==> src/rtl/cfgkey_pkg.sv <==
package cfgkey_pkg;

  typedef enum logic [1:0] {
    RD_NONE  = 2'd0,
    RD_INDEX = 2'd1,
    RD_DATA  = 2'd2
  } rdSel_e;

  typedef enum logic [1:0] {
    MODE_OFF     = 2'd0,
    MODE_EPP_SPP = 2'd1,
    MODE_ECP     = 2'd2,
    MODE_ECP_EPP = 2'd3
  } portMode_e;

  // Strobes from control to datapath
  typedef struct packed {
    logic   idxWr;
    logic   dataWr;
    logic   idxClr;
    logic   isOpen;
    rdSel_e rdSel;
  } cfgStrobe_t;

endpackage

==> src/rtl/cfgkey_ctrl.sv <==
module cfgkey_ctrl
  import cfgkey_pkg::*;
#(
  parameter int              ADDR_W     = 12,
  parameter int              DATA_W     = 8,
  parameter logic [11:0]     EN_ADDR_LO = 12'h250,
  parameter logic [11:0]     EN_ADDR_HI = 12'h3F0,
  parameter logic [7:0]      KEY_LO0    = 8'h88,
  parameter logic [7:0]      KEY_LO1    = 8'h89,
  parameter logic [7:0]      KEY_HI0    = 8'h86,
  parameter logic [7:0]      KEY_HI1    = 8'h87,
  parameter int              REPS_LO    = 1,
  parameter int              REPS_HI    = 2,
  parameter logic [7:0]      EXIT_KEY   = 8'hAA
) (
  input  logic              clk,
  input  logic              rst,
  input  logic              strapHiPort,
  input  logic              strapKeyLsb,
  input  logic              ioWr,
  input  logic              ioRd,
  input  logic [ADDR_W-1:0] ioAddr,
  input  logic [DATA_W-1:0] ioWrData,
  output cfgStrobe_t        strb
);

  localparam int REPS_MAX = (REPS_HI > REPS_LO) ? REPS_HI : REPS_LO;
  localparam int CNT_W    = $clog2(REPS_MAX + 1);

  localparam logic [ADDR_W-1:0] EN_LO   = ADDR_W'(EN_ADDR_LO);
  localparam logic [ADDR_W-1:0] EN_HI   = ADDR_W'(EN_ADDR_HI);
  localparam logic [ADDR_W-1:0] IDX_LO  = EN_LO + ADDR_W'(1);
  localparam logic [ADDR_W-1:0] DAT_LO  = EN_LO + ADDR_W'(2);
  localparam logic [ADDR_W-1:0] IDX_HI  = EN_HI;
  localparam logic [ADDR_W-1:0] DAT_HI  = EN_HI + ADDR_W'(1);

  localparam logic [DATA_W-1:0] KEY_TAB [4] = '{
    DATA_W'(KEY_LO0), DATA_W'(KEY_LO1), DATA_W'(KEY_HI0), DATA_W'(KEY_HI1)
  };

  logic [ADDR_W-1:0] enAddr;
  logic [ADDR_W-1:0] idxAddr;
  logic [ADDR_W-1:0] dataAddr;
  logic [DATA_W-1:0] keyVal;
  logic [CNT_W-1:0]  needReps;

  logic              openQ;
  logic [CNT_W-1:0]  keyCnt;
  logic [CNT_W-1:0]  keyCntNext;

  logic              hitEn;
  logic              keyHit;
  logic              exitHit;

  // Strap-driven address map and key choice
  always_comb begin
    enAddr   = strapHiPort ? EN_HI  : EN_LO;
    idxAddr  = strapHiPort ? IDX_HI : IDX_LO;
    dataAddr = strapHiPort ? DAT_HI : DAT_LO;
    keyVal   = KEY_TAB[{strapHiPort, strapKeyLsb}];
    needReps = strapHiPort ? CNT_W'(REPS_HI) : CNT_W'(REPS_LO);
  end

  assign hitEn      = ioWr && (ioAddr == enAddr);
  assign keyHit     = hitEn && (ioWrData == keyVal);
  assign exitHit    = hitEn && (ioWrData == DATA_W'(EXIT_KEY));
  assign keyCntNext = keyCnt + CNT_W'(1);

  // Lock state and key progress
  always_ff @(posedge clk) begin
    if (rst) begin
      openQ  <= 1'b0;
      keyCnt <= '0;
    end else if (openQ) begin
      keyCnt <= '0;
      if (exitHit) begin
        openQ <= 1'b0;
      end
    end else if (ioWr) begin
      if (keyHit) begin
        if (keyCntNext >= needReps) begin
          openQ  <= 1'b1;
          keyCnt <= '0;
        end else begin
          keyCnt <= keyCntNext;
        end
      end else begin
        keyCnt <= '0;
      end
    end
  end

  // Strobes toward the register datapath
  always_comb begin
    strb        = '0;
    strb.isOpen = openQ;
    strb.idxClr = openQ && exitHit;
    strb.idxWr  = openQ && ioWr && (ioAddr == idxAddr) && !exitHit;
    strb.dataWr = openQ && ioWr && (ioAddr == dataAddr);
    if (openQ && ioRd) begin
      if (ioAddr == idxAddr) begin
        strb.rdSel = RD_INDEX;
      end else if (ioAddr == dataAddr) begin
        strb.rdSel = RD_DATA;
      end else begin
        strb.rdSel = RD_NONE;
      end
    end else begin
      strb.rdSel = RD_NONE;
    end
  end

  // the space only opens on an edge that took a correct key write
  a_r3_open_needs_key : assert property (@(posedge clk) disable iff (rst)
    $rose(openQ) |-> $past(ioWr && (ioAddr == enAddr) && (ioWrData == keyVal)));

  // while closed, a write anywhere other than the enable address discards progress
  a_r4_abort_clears : assert property (@(posedge clk) disable iff (rst)
    (!openQ && ioWr && (ioAddr != enAddr)) |=> (keyCnt == '0) && !openQ);

  // exit byte at the enable address closes the space
  a_r11_exit_closes : assert property (@(posedge clk) disable iff (rst)
    (openQ && ioWr && (ioAddr == enAddr) && (ioWrData == DATA_W'(EXIT_KEY))) |=> !openQ);

  // key progress never reaches the repetition count while still closed
  a_r4_cnt_bounded : assert property (@(posedge clk) disable iff (rst)
    !openQ |-> (keyCnt < needReps));

endmodule

==> src/rtl/cfgkey_regs.sv <==
module cfgkey_regs
  import cfgkey_pkg::*;
#(
  parameter int          DATA_W    = 8,
  parameter logic [7:0]  IDX_MODE  = 8'h00,
  parameter logic [7:0]  IDX_CHIP  = 8'h09,
  parameter logic [7:0]  IDX_STRAP = 8'h0C,
  parameter logic [7:0]  IDX_BASE  = 8'h23,
  parameter logic [3:0]  CHIP_ID   = 4'hA,
  parameter logic [7:0]  BASE_RST  = 8'hDE
) (
  input  logic              clk,
  input  logic              rst,
  input  cfgStrobe_t        strb,
  input  logic              strapHiPort,
  input  logic              strapKeyLsb,
  input  logic [DATA_W-1:0] wrData,
  output logic [DATA_W-1:0] rdData,
  output logic [DATA_W+1:0] portBaseAddr,
  output portMode_e         portMode
);

  localparam int HI_W = DATA_W - 4;

  logic [DATA_W-1:0] idxQ;
  logic [DATA_W-1:0] modeRegQ;
  logic [HI_W-1:0]   chipHiQ;
  logic [DATA_W-1:0] baseQ;
  logic [DATA_W-1:0] regValue;
  logic              portEnable;
  logic [1:0]        modeBits;

  // Index register
  always_ff @(posedge clk) begin
    if (rst) begin
      idxQ <= '0;
    end else if (strb.idxClr) begin
      idxQ <= '0;
    end else if (strb.idxWr) begin
      idxQ <= wrData;
    end
  end

  // Writable configuration registers
  always_ff @(posedge clk) begin
    if (rst) begin
      modeRegQ <= '0;
      chipHiQ  <= '0;
      baseQ    <= DATA_W'(BASE_RST);
    end else if (strb.dataWr) begin
      case (idxQ)
        DATA_W'(IDX_MODE): modeRegQ <= wrData;
        DATA_W'(IDX_CHIP): chipHiQ  <= wrData[DATA_W-1:4];
        DATA_W'(IDX_BASE): baseQ    <= wrData;
        default: ;
      endcase
    end
  end

  // Register read selection
  always_comb begin
    case (idxQ)
      DATA_W'(IDX_MODE):  regValue = modeRegQ;
      DATA_W'(IDX_CHIP):  regValue = {chipHiQ, CHIP_ID};
      DATA_W'(IDX_STRAP): regValue = {{(DATA_W-2){1'b0}}, strapHiPort, strapKeyLsb};
      DATA_W'(IDX_BASE):  regValue = baseQ;
      default:            regValue = '0;
    endcase
  end

  always_comb begin
    case (strb.rdSel)
      RD_INDEX: rdData = idxQ;
      RD_DATA:  rdData = regValue;
      default:  rdData = '1;
    endcase
  end

  // Decoded outputs
  assign portBaseAddr = {baseQ, 2'b00};
  assign portEnable   = chipHiQ[HI_W-1];
  assign modeBits     = modeRegQ[3:2];

  always_comb begin
    if (!portEnable) begin
      portMode = MODE_OFF;
    end else begin
      portMode = portMode_e'(modeBits);
    end
  end

  // index register cannot move while the space is closed
  a_r5_locked_idx_hold : assert property (@(posedge clk) disable iff (rst)
    !strb.isOpen |=> $stable(idxQ));

  // closed space never returns register content
  a_r5_locked_reads_ff : assert property (@(posedge clk) disable iff (rst)
    !strb.isOpen |-> (rdData == '1));

  // chip ID nibble always visible on a data read of the chip register
  a_r9_chip_id : assert property (@(posedge clk) disable iff (rst)
    ((strb.rdSel == RD_DATA) && (idxQ == DATA_W'(IDX_CHIP))) |-> (rdData[3:0] == CHIP_ID));

  // base output holds unless the base register is written
  a_r8_base_hold : assert property (@(posedge clk) disable iff (rst)
    !(strb.dataWr && (idxQ == DATA_W'(IDX_BASE))) |=> $stable(portBaseAddr));

  // exit clears the index
  a_r11_idx_cleared : assert property (@(posedge clk) disable iff (rst)
    strb.idxClr |=> (idxQ == '0));

endmodule

==> src/rtl/cfg_key_unlock.sv <==
module cfg_key_unlock
  import cfgkey_pkg::*;
#(
  parameter int ADDR_W = 12,
  parameter int DATA_W = 8
) (
  input  logic              clk,
  input  logic              rst,
  input  logic              strapHiPort,
  input  logic              strapKeyLsb,
  input  logic              ioWr,
  input  logic              ioRd,
  input  logic [ADDR_W-1:0] ioAddr,
  input  logic [DATA_W-1:0] ioWrData,
  output logic [DATA_W-1:0] ioRdData,
  output logic              cfgOpen,
  output logic [DATA_W+1:0] portBaseAddr,
  output logic [1:0]        portMode
);

  cfgStrobe_t strb;
  portMode_e  modeSel;

  cfgkey_ctrl #(
    .ADDR_W (ADDR_W),
    .DATA_W (DATA_W)
  ) u_ctrl (
    .clk         (clk),
    .rst         (rst),
    .strapHiPort (strapHiPort),
    .strapKeyLsb (strapKeyLsb),
    .ioWr        (ioWr),
    .ioRd        (ioRd),
    .ioAddr      (ioAddr),
    .ioWrData    (ioWrData),
    .strb        (strb)
  );

  cfgkey_regs #(
    .DATA_W (DATA_W)
  ) u_regs (
    .clk          (clk),
    .rst          (rst),
    .strb         (strb),
    .strapHiPort  (strapHiPort),
    .strapKeyLsb  (strapKeyLsb),
    .wrData       (ioWrData),
    .rdData       (ioRdData),
    .portBaseAddr (portBaseAddr),
    .portMode     (modeSel)
  );

  assign cfgOpen  = strb.isOpen;
  assign portMode = modeSel;

endmodule

==> config.mk <==
export PLATFORM = sky130hd
export DESIGN_NAME = cfg_key_unlock
export DESIGN_NICKNAME = d
export VERILOG_FILES = /design/src/rtl/cfgkey_pkg.sv /design/src/rtl/cfgkey_ctrl.sv /design/src/rtl/cfgkey_regs.sv /design/src/rtl/cfg_key_unlock.sv
export SDC_FILE = /design/constraint.sdc
export NUM_CORES = 1
export LEC_CHECK = 0
export ABC_CLOCK_PERIOD_IN_PS = 2650
export BUFFER_PORTS_ARGS = -buffer_cell sky130_fd_sc_hd__buf_2
export CORE_MARGIN = 1.5
export CORE_UTILIZATION = 26
export DETAILED_ROUTE_END_ITERATION = 8
export PLACE_DENSITY = 0.48
export REMOVE_ABC_BUFFERS = 1
export SLEW_MARGIN = 20
export SYNTH_ARGS = -nofsm -noshare
export SYNTH_HDL_FRONTEND = slang
export SYNTH_SLANG_ARGS = --single-unit
==> constraint.sdc <==
create_clock -name clk -period 2.65 [get_ports clk]
set_clock_uncertainty 0.1 [all_clocks]
set_input_delay 0.265 -clock clk [delete_from_list [all_inputs] [get_ports clk]]
set_output_delay 0.265 -clock clk [all_outputs]
set_load 0.01 [all_outputs]
# After elaboration in Yosys (flattened, before gate mapping)

Index checks and enable logic that the tools add are counted.

Add/subtract/negate cells: 1
Muxes and demuxes: 20
Bitwise operators: 1
Order comparisons: 2
Equal/unequal tests: 10
Reduce and logical (&&, ||, !) cells: 16

Operators by type and width:

| cell                                          | number |
|---|---|
| == test 12 bit                                | 3 |
| one-hot mux 8 bit (4 select lines)            | 1 |
| two-way mux 9 bit                             | 3 |
| binary-select mux 8 bit (select 2 bit)        | 1 |
| == test 8 x 4 -> 1 bit, second input constant | 2 |
| two-way mux 8 bit                             | 2 |
| one-hot mux 8 bit (2 select lines)            | 1 |
| two-way mux 2 bit                             | 7 |
| logical AND 1 bit                             | 9 |
| == test 8 x 6 -> 1 bit, second input constant | 1 |
| == test 8 bit                                 | 1 |
| == test 8 bit, second input constant          | 1 |
| logical NOT 8 bit                             | 1 |
| AND reduction 2 bit                           | 3 |
| two-way mux 1 bit                             | 5 |
| OR reduction 2 bit                            | 2 |
| >= comparator 3 bit, second input constant    | 1 |
| inverter 2 -> 3 bit                           | 1 |
| adder 2 x 1 -> 2 bit, second input constant   | 1 |
| == test 2 x 1 -> 1 bit, second input constant | 1 |
| == test 2 bit, second input constant          | 1 |
| >= comparator 2 bit                           | 1 |
| logical NOT 1 bit                             | 1 |

Word-level logic and storage cells: 56
Output and inout bits: 21
Input bits: 26
Register bits: 31

# Depth between registers and ports, before layout

Word-level depth: 9
Depth in mapped cells: 9
Mapped depth without buffers: 8

# By module

From an unflattened synthesis, not the netlist that was laid out.

Cell total of the unflattened synthesis: 215
Area total of the unflattened synthesis: 1793.0 µm²

Modules (own cells, without submodules):

| module      | sequential area each (µm²) | area each (µm²) | cells an instance | times used |
|---|---|---|---|---|
| cfgkey_regs | 560.5                      | 1411.4          | 167               | 1 |
| cfgkey_ctrl | 60.1                       | 381.6           | 48                | 1 |

# Worst setup path before layout

Ideal clock, no wire load.

Path type: input to output
Start point: input port strapHiPort
End point: output port ioRdData[0]
Data required time: 2.285 ns
Stages: 9
Path slack: 0.231 ns
Data arrival time: 2.054 ns
Path buffers: 1
Cells stage by stage: buf_4 nor3_1 o211ai_1 nor2_1 and4_1 ha_1 nand2_1 a21oi_1 a221o_1

Word-level cells in the longest chain between the ends: 7
Elaborated cells on any way between the ends: 10
Classes of those cells: eq/ne (4); mux (6)

RTL lines:

| item                                                           | line                 | text |
|---|---|---|
| start: declaration                                             | cfg_key_unlock.sv:9  | `input logic strapHiPort,` |
| two-way mux 9 bit                                              | cfgkey_ctrl.sv:59    | `dataAddr = strapHiPort ? DAT_HI : DAT_LO;` |
| == test 12 bit                                                 | cfgkey_ctrl.sv:103   | `end else if (ioAddr == dataAddr) begin` |
| two-way mux 2 bit                                              | cfgkey_ctrl.sv:103   |  |
| two-way mux 2 bit (*)                                          | cfgkey_ctrl.sv:101   | `if (ioAddr == idxAddr) begin` |
| two-way mux 2 bit (*)                                          | cfgkey_ctrl.sv:100   | `if (openQ && ioRd) begin` |
| == test 2 bit / == test 2 x 1 -> 1 bit (equally long branches) | cfgkey_regs.sv:72    | `case (strb.rdSel)` |
| one-hot mux 8 bit (2 select lines) (*)                         | cfgkey_regs.sv:72    |  |
| end: declaration                                               | cfg_key_unlock.sv:15 | `output logic [DATA_W-1:0] ioRdData,` |

Mark *: on every way between the ends. The rest lies on a longest branch, timed or not.

# Worst setup path in the final report

Ends and elaborated chain as after synthesis.

==> results.md <==
- Final min period: 2500 ps
- Synth top area cells: dfxtp_1 (32%), mux2i_1 (10%), nand2_1 (5.4%), a221o_1 (4.1%), nor2_1 (3.7%)
- Status: finished, final reports clean
- VDD IR max: 184 uV
- Synth warnings: 0
- Area of placed instances: 2300 um2
- Critical setup path kind: primary input to primary output
- Final Hold Viols: 0
- Port Buf Inserts: 44
- Clock tree sinks: 31
- Initial DRC count: 91
- CTS buffer count: 5
- Core area: 7250 um2
- Antenna violations before repair: 0
- Crit Reg-Reg Endpoint: u_regs.baseQ[1]$_SDFFE_PP1P_
- CP arrival: 2140 ps
- Post-synth top area share: 31.8%
- Layout Nets: 299
- Startpoint types: primary input
- Pwr Density: 381 nW/um2
- Setup violators final: 0
- Worst slew pin tran: 654 ps
- Initial Util: 26.9%
- Endpoint class of the critical path: primary output
- Synth cell count leaders: dfxtp_1 (31), nand2_1 (28), mux2i_1 (20), nor2_1 (19), inv_1 (10)
- Die H: 89.6 um
- Antenna cells: 0
- Most common cell in the synthesized netlist: dfxtp_1
- Req. time, crit path: 2290 ps
- Syn Inst Count: 223
- #FFs+latches synth: 31
- CP most frequent cell: buf_2
- First-pass GRT wire length: 9.00 mm
- Post-synth cell types: 52
- Area Overhead vs Synth: 22.0%
- Crit Path Max Fanout: 8
- Avg WL per Cell: 15.1 um
- Placer Congestion: 0.782
- Routed wire length: 5.57 mm
- Period utilization: 94.5%
- GR Util All Layers: 14.9%
- Largest area contributor in the netlist: dfxtp_1
- Sequential share of the synthesized area: 31.8%
- Fmax: 399 MHz
- Hold_ws: 198 ps
- Slew margin rel.: 56.4%
- Critical-path cell list: buf_2 -> and3_1 -> o211ai_1 -> nor2_1 -> buf_4 -> and4_1 -> ha_1 -> a221o_1 -> buf_2
- Fraction of registers with async set/reset: 0%
- CTS Buffer Depth: 2
- Post-Syn Area per Cell: 8.75 um2
- H-Tree Depth: 2
- Critical Path Max Stage Delay: 410 ps
- Largest delay share family, worst path: compound AO/OA/AOI/OAI gates
- DRC violations left: 0
- Critical R2R Launch: u_regs.idxQ[5]$_SDFFE_PP0P_
- Cts hold-fix bufs: 0
- RSZ-0062 raised after global routing: false
- Leakage: 0.909 nW
- Via count: 1825
- Row count: 31
- R2R depth: 6
- EDFF count, synth: 0
- Root buf cell: clkbuf_8
- Clock latency on the worst-skew pair: 270 ps
- DR pass1 iterations: 4
- Layout cell share with drive strength beyond 1: 26.3%
- Die W: 89.6 um
- Buf+Inv Stages, Crit Path: 3
- Pin count of the biggest net entering global routing: 25
- DP HPWL: 4.33 mm
- WHS Endpoint: u_regs.baseQ[6]$_SDFFE_PP1P_
- Worst R2R Setup Slack: 460 ps
- Global route total overflow: 0
- Primary FF master, synth: dfxtp_1
- Max cap viols: 0
- Max Slew Vio Count: 0
- CTS tree: yes
- Vias in the first global route: 1732
- Finished Cell Area: 2380 um2
- Mapped Area: 1950 um2
- Vias per cell: 4.95
- I/O pins: 47
- HP Start: ioWrData[6]
- Slowest-stage cell, CP: ha_1
- Hold Path Stages: 3
- Hold crit path type: primary input to register
- Final setup TNS: 0 ps
- Die area: 8040 um2
- Worst-path clk slew: 70 ps
- Final ANT Viol Nets: 0
-- power breakdown --
part	internal (mW)	switching (mW)
clock	0.184	0.168
combinational	0.0349	0.0551
sequential	0.466	0.0000000362
-- cell usage in the layout, fill, tap and decap left out, types with 3 or more instances in the layout --
cell type / count
buf_2: 44
dfxtp_1: 31
nand2_1: 28
mux2i_1: 20
nor2_1: 19
inv_1: 10
buf_4: 10
a221o_1: 8
o32ai_1: 8
nand4_1: 6
a22oi_1: 6
o2bb2ai_1: 6
and3_1: 5
clkbuf_8: 5
nor3_1: 4
nand3b_1: 4
ha_1: 4
xnor2_1: 3
a21oi_1: 3
and2_1: 3
-- routing by layer --
layer  vias up  global-route usage [%]  wire, um  part of all wire [%]
met4         0                    1.96        21                  0.38
met1       856                    21.5      2780                    50
met2        40                    23.5      2520                    45
li1        927                       -         -                     -
met5         -                       0         0                     0
met3         2                    2.93       244                   4.4
-- registers in the layout (all words and copies together), names as in the netlist --
signal and flops:
u_ctrl.keyCnt 2, u_ctrl.openQ 1, u_regs.baseQ 8, u_regs.idxQ 8
u_regs.chipHiQ 4, u_regs.modeRegQ 8
-- worst reg2reg max path: stages, from the launching register on --
cell      delay [ps]
dfxtp_1          420
nor4bb_1         430
buf_4            240
and3_1           230
and3_1           290
buf_4            220
mux2i_1          190
-- layout make-up --
cell class	instances	area [um2]
Multi-Input combinational cell	166	1220
Sequential cell	31	621
Inverter	11	41.3
Timing Repair Buffer	54	295
Fill cell	775	4870
Clock inverter	1	5.00
Tap cell	99	124
Clock buffer	7	76.3
-- metrics by stage --
step                instances  worst slack (ps)  utilization [%]  power, mW
floorplan                 208               375                -      0.514
global placement          361              6.21             31.7      0.566
detailed placement        361             0.213             31.7      0.567
CTS                       369               142             32.8      0.920
global route              369             0.489             32.8      0.953
finish                    369               145             32.8      0.908
-- logic make-up (layout without fill, tap and decap cells) --
family	Yosys count	after routing	share of synthesized area [%]
xor gates and xnor gates	5	5	2.24
muxes	20	20	10.3
adders and majority gates	4	4	2.56
other	1	2	0.192
DFF	31	31	31.8
AOI/OAI and AO/OA	46	46	21.7
buffers and inverters	27	73	6.15
and+or+nand+nor	89	89	25.1
-- worst max-delay path by stage --
stage                  end  depth (start not counted)        start  slack (ps)
6_report       ioRdData[0]                          9  strapHiPort         150
5_1_grt        ioRdData[0]                         10  strapHiPort         0.5
4_1_cts        ioRdData[0]                          9  strapHiPort         140
3_5_place_dp   ioRdData[0]                         11  strapHiPort         0.2
3_3_place_gp   ioRdData[2]                         10  strapHiPort           6
2_1_floorplan  ioRdData[0]                          8    ioAddr[5]         380
-- timing repair --
item,CTS,global route
setup buffers,0,0
gates resized for setup,1,0
endpoints found under the setup margin,1,0
Note: power is estimated with default switching activity, not from simulation.
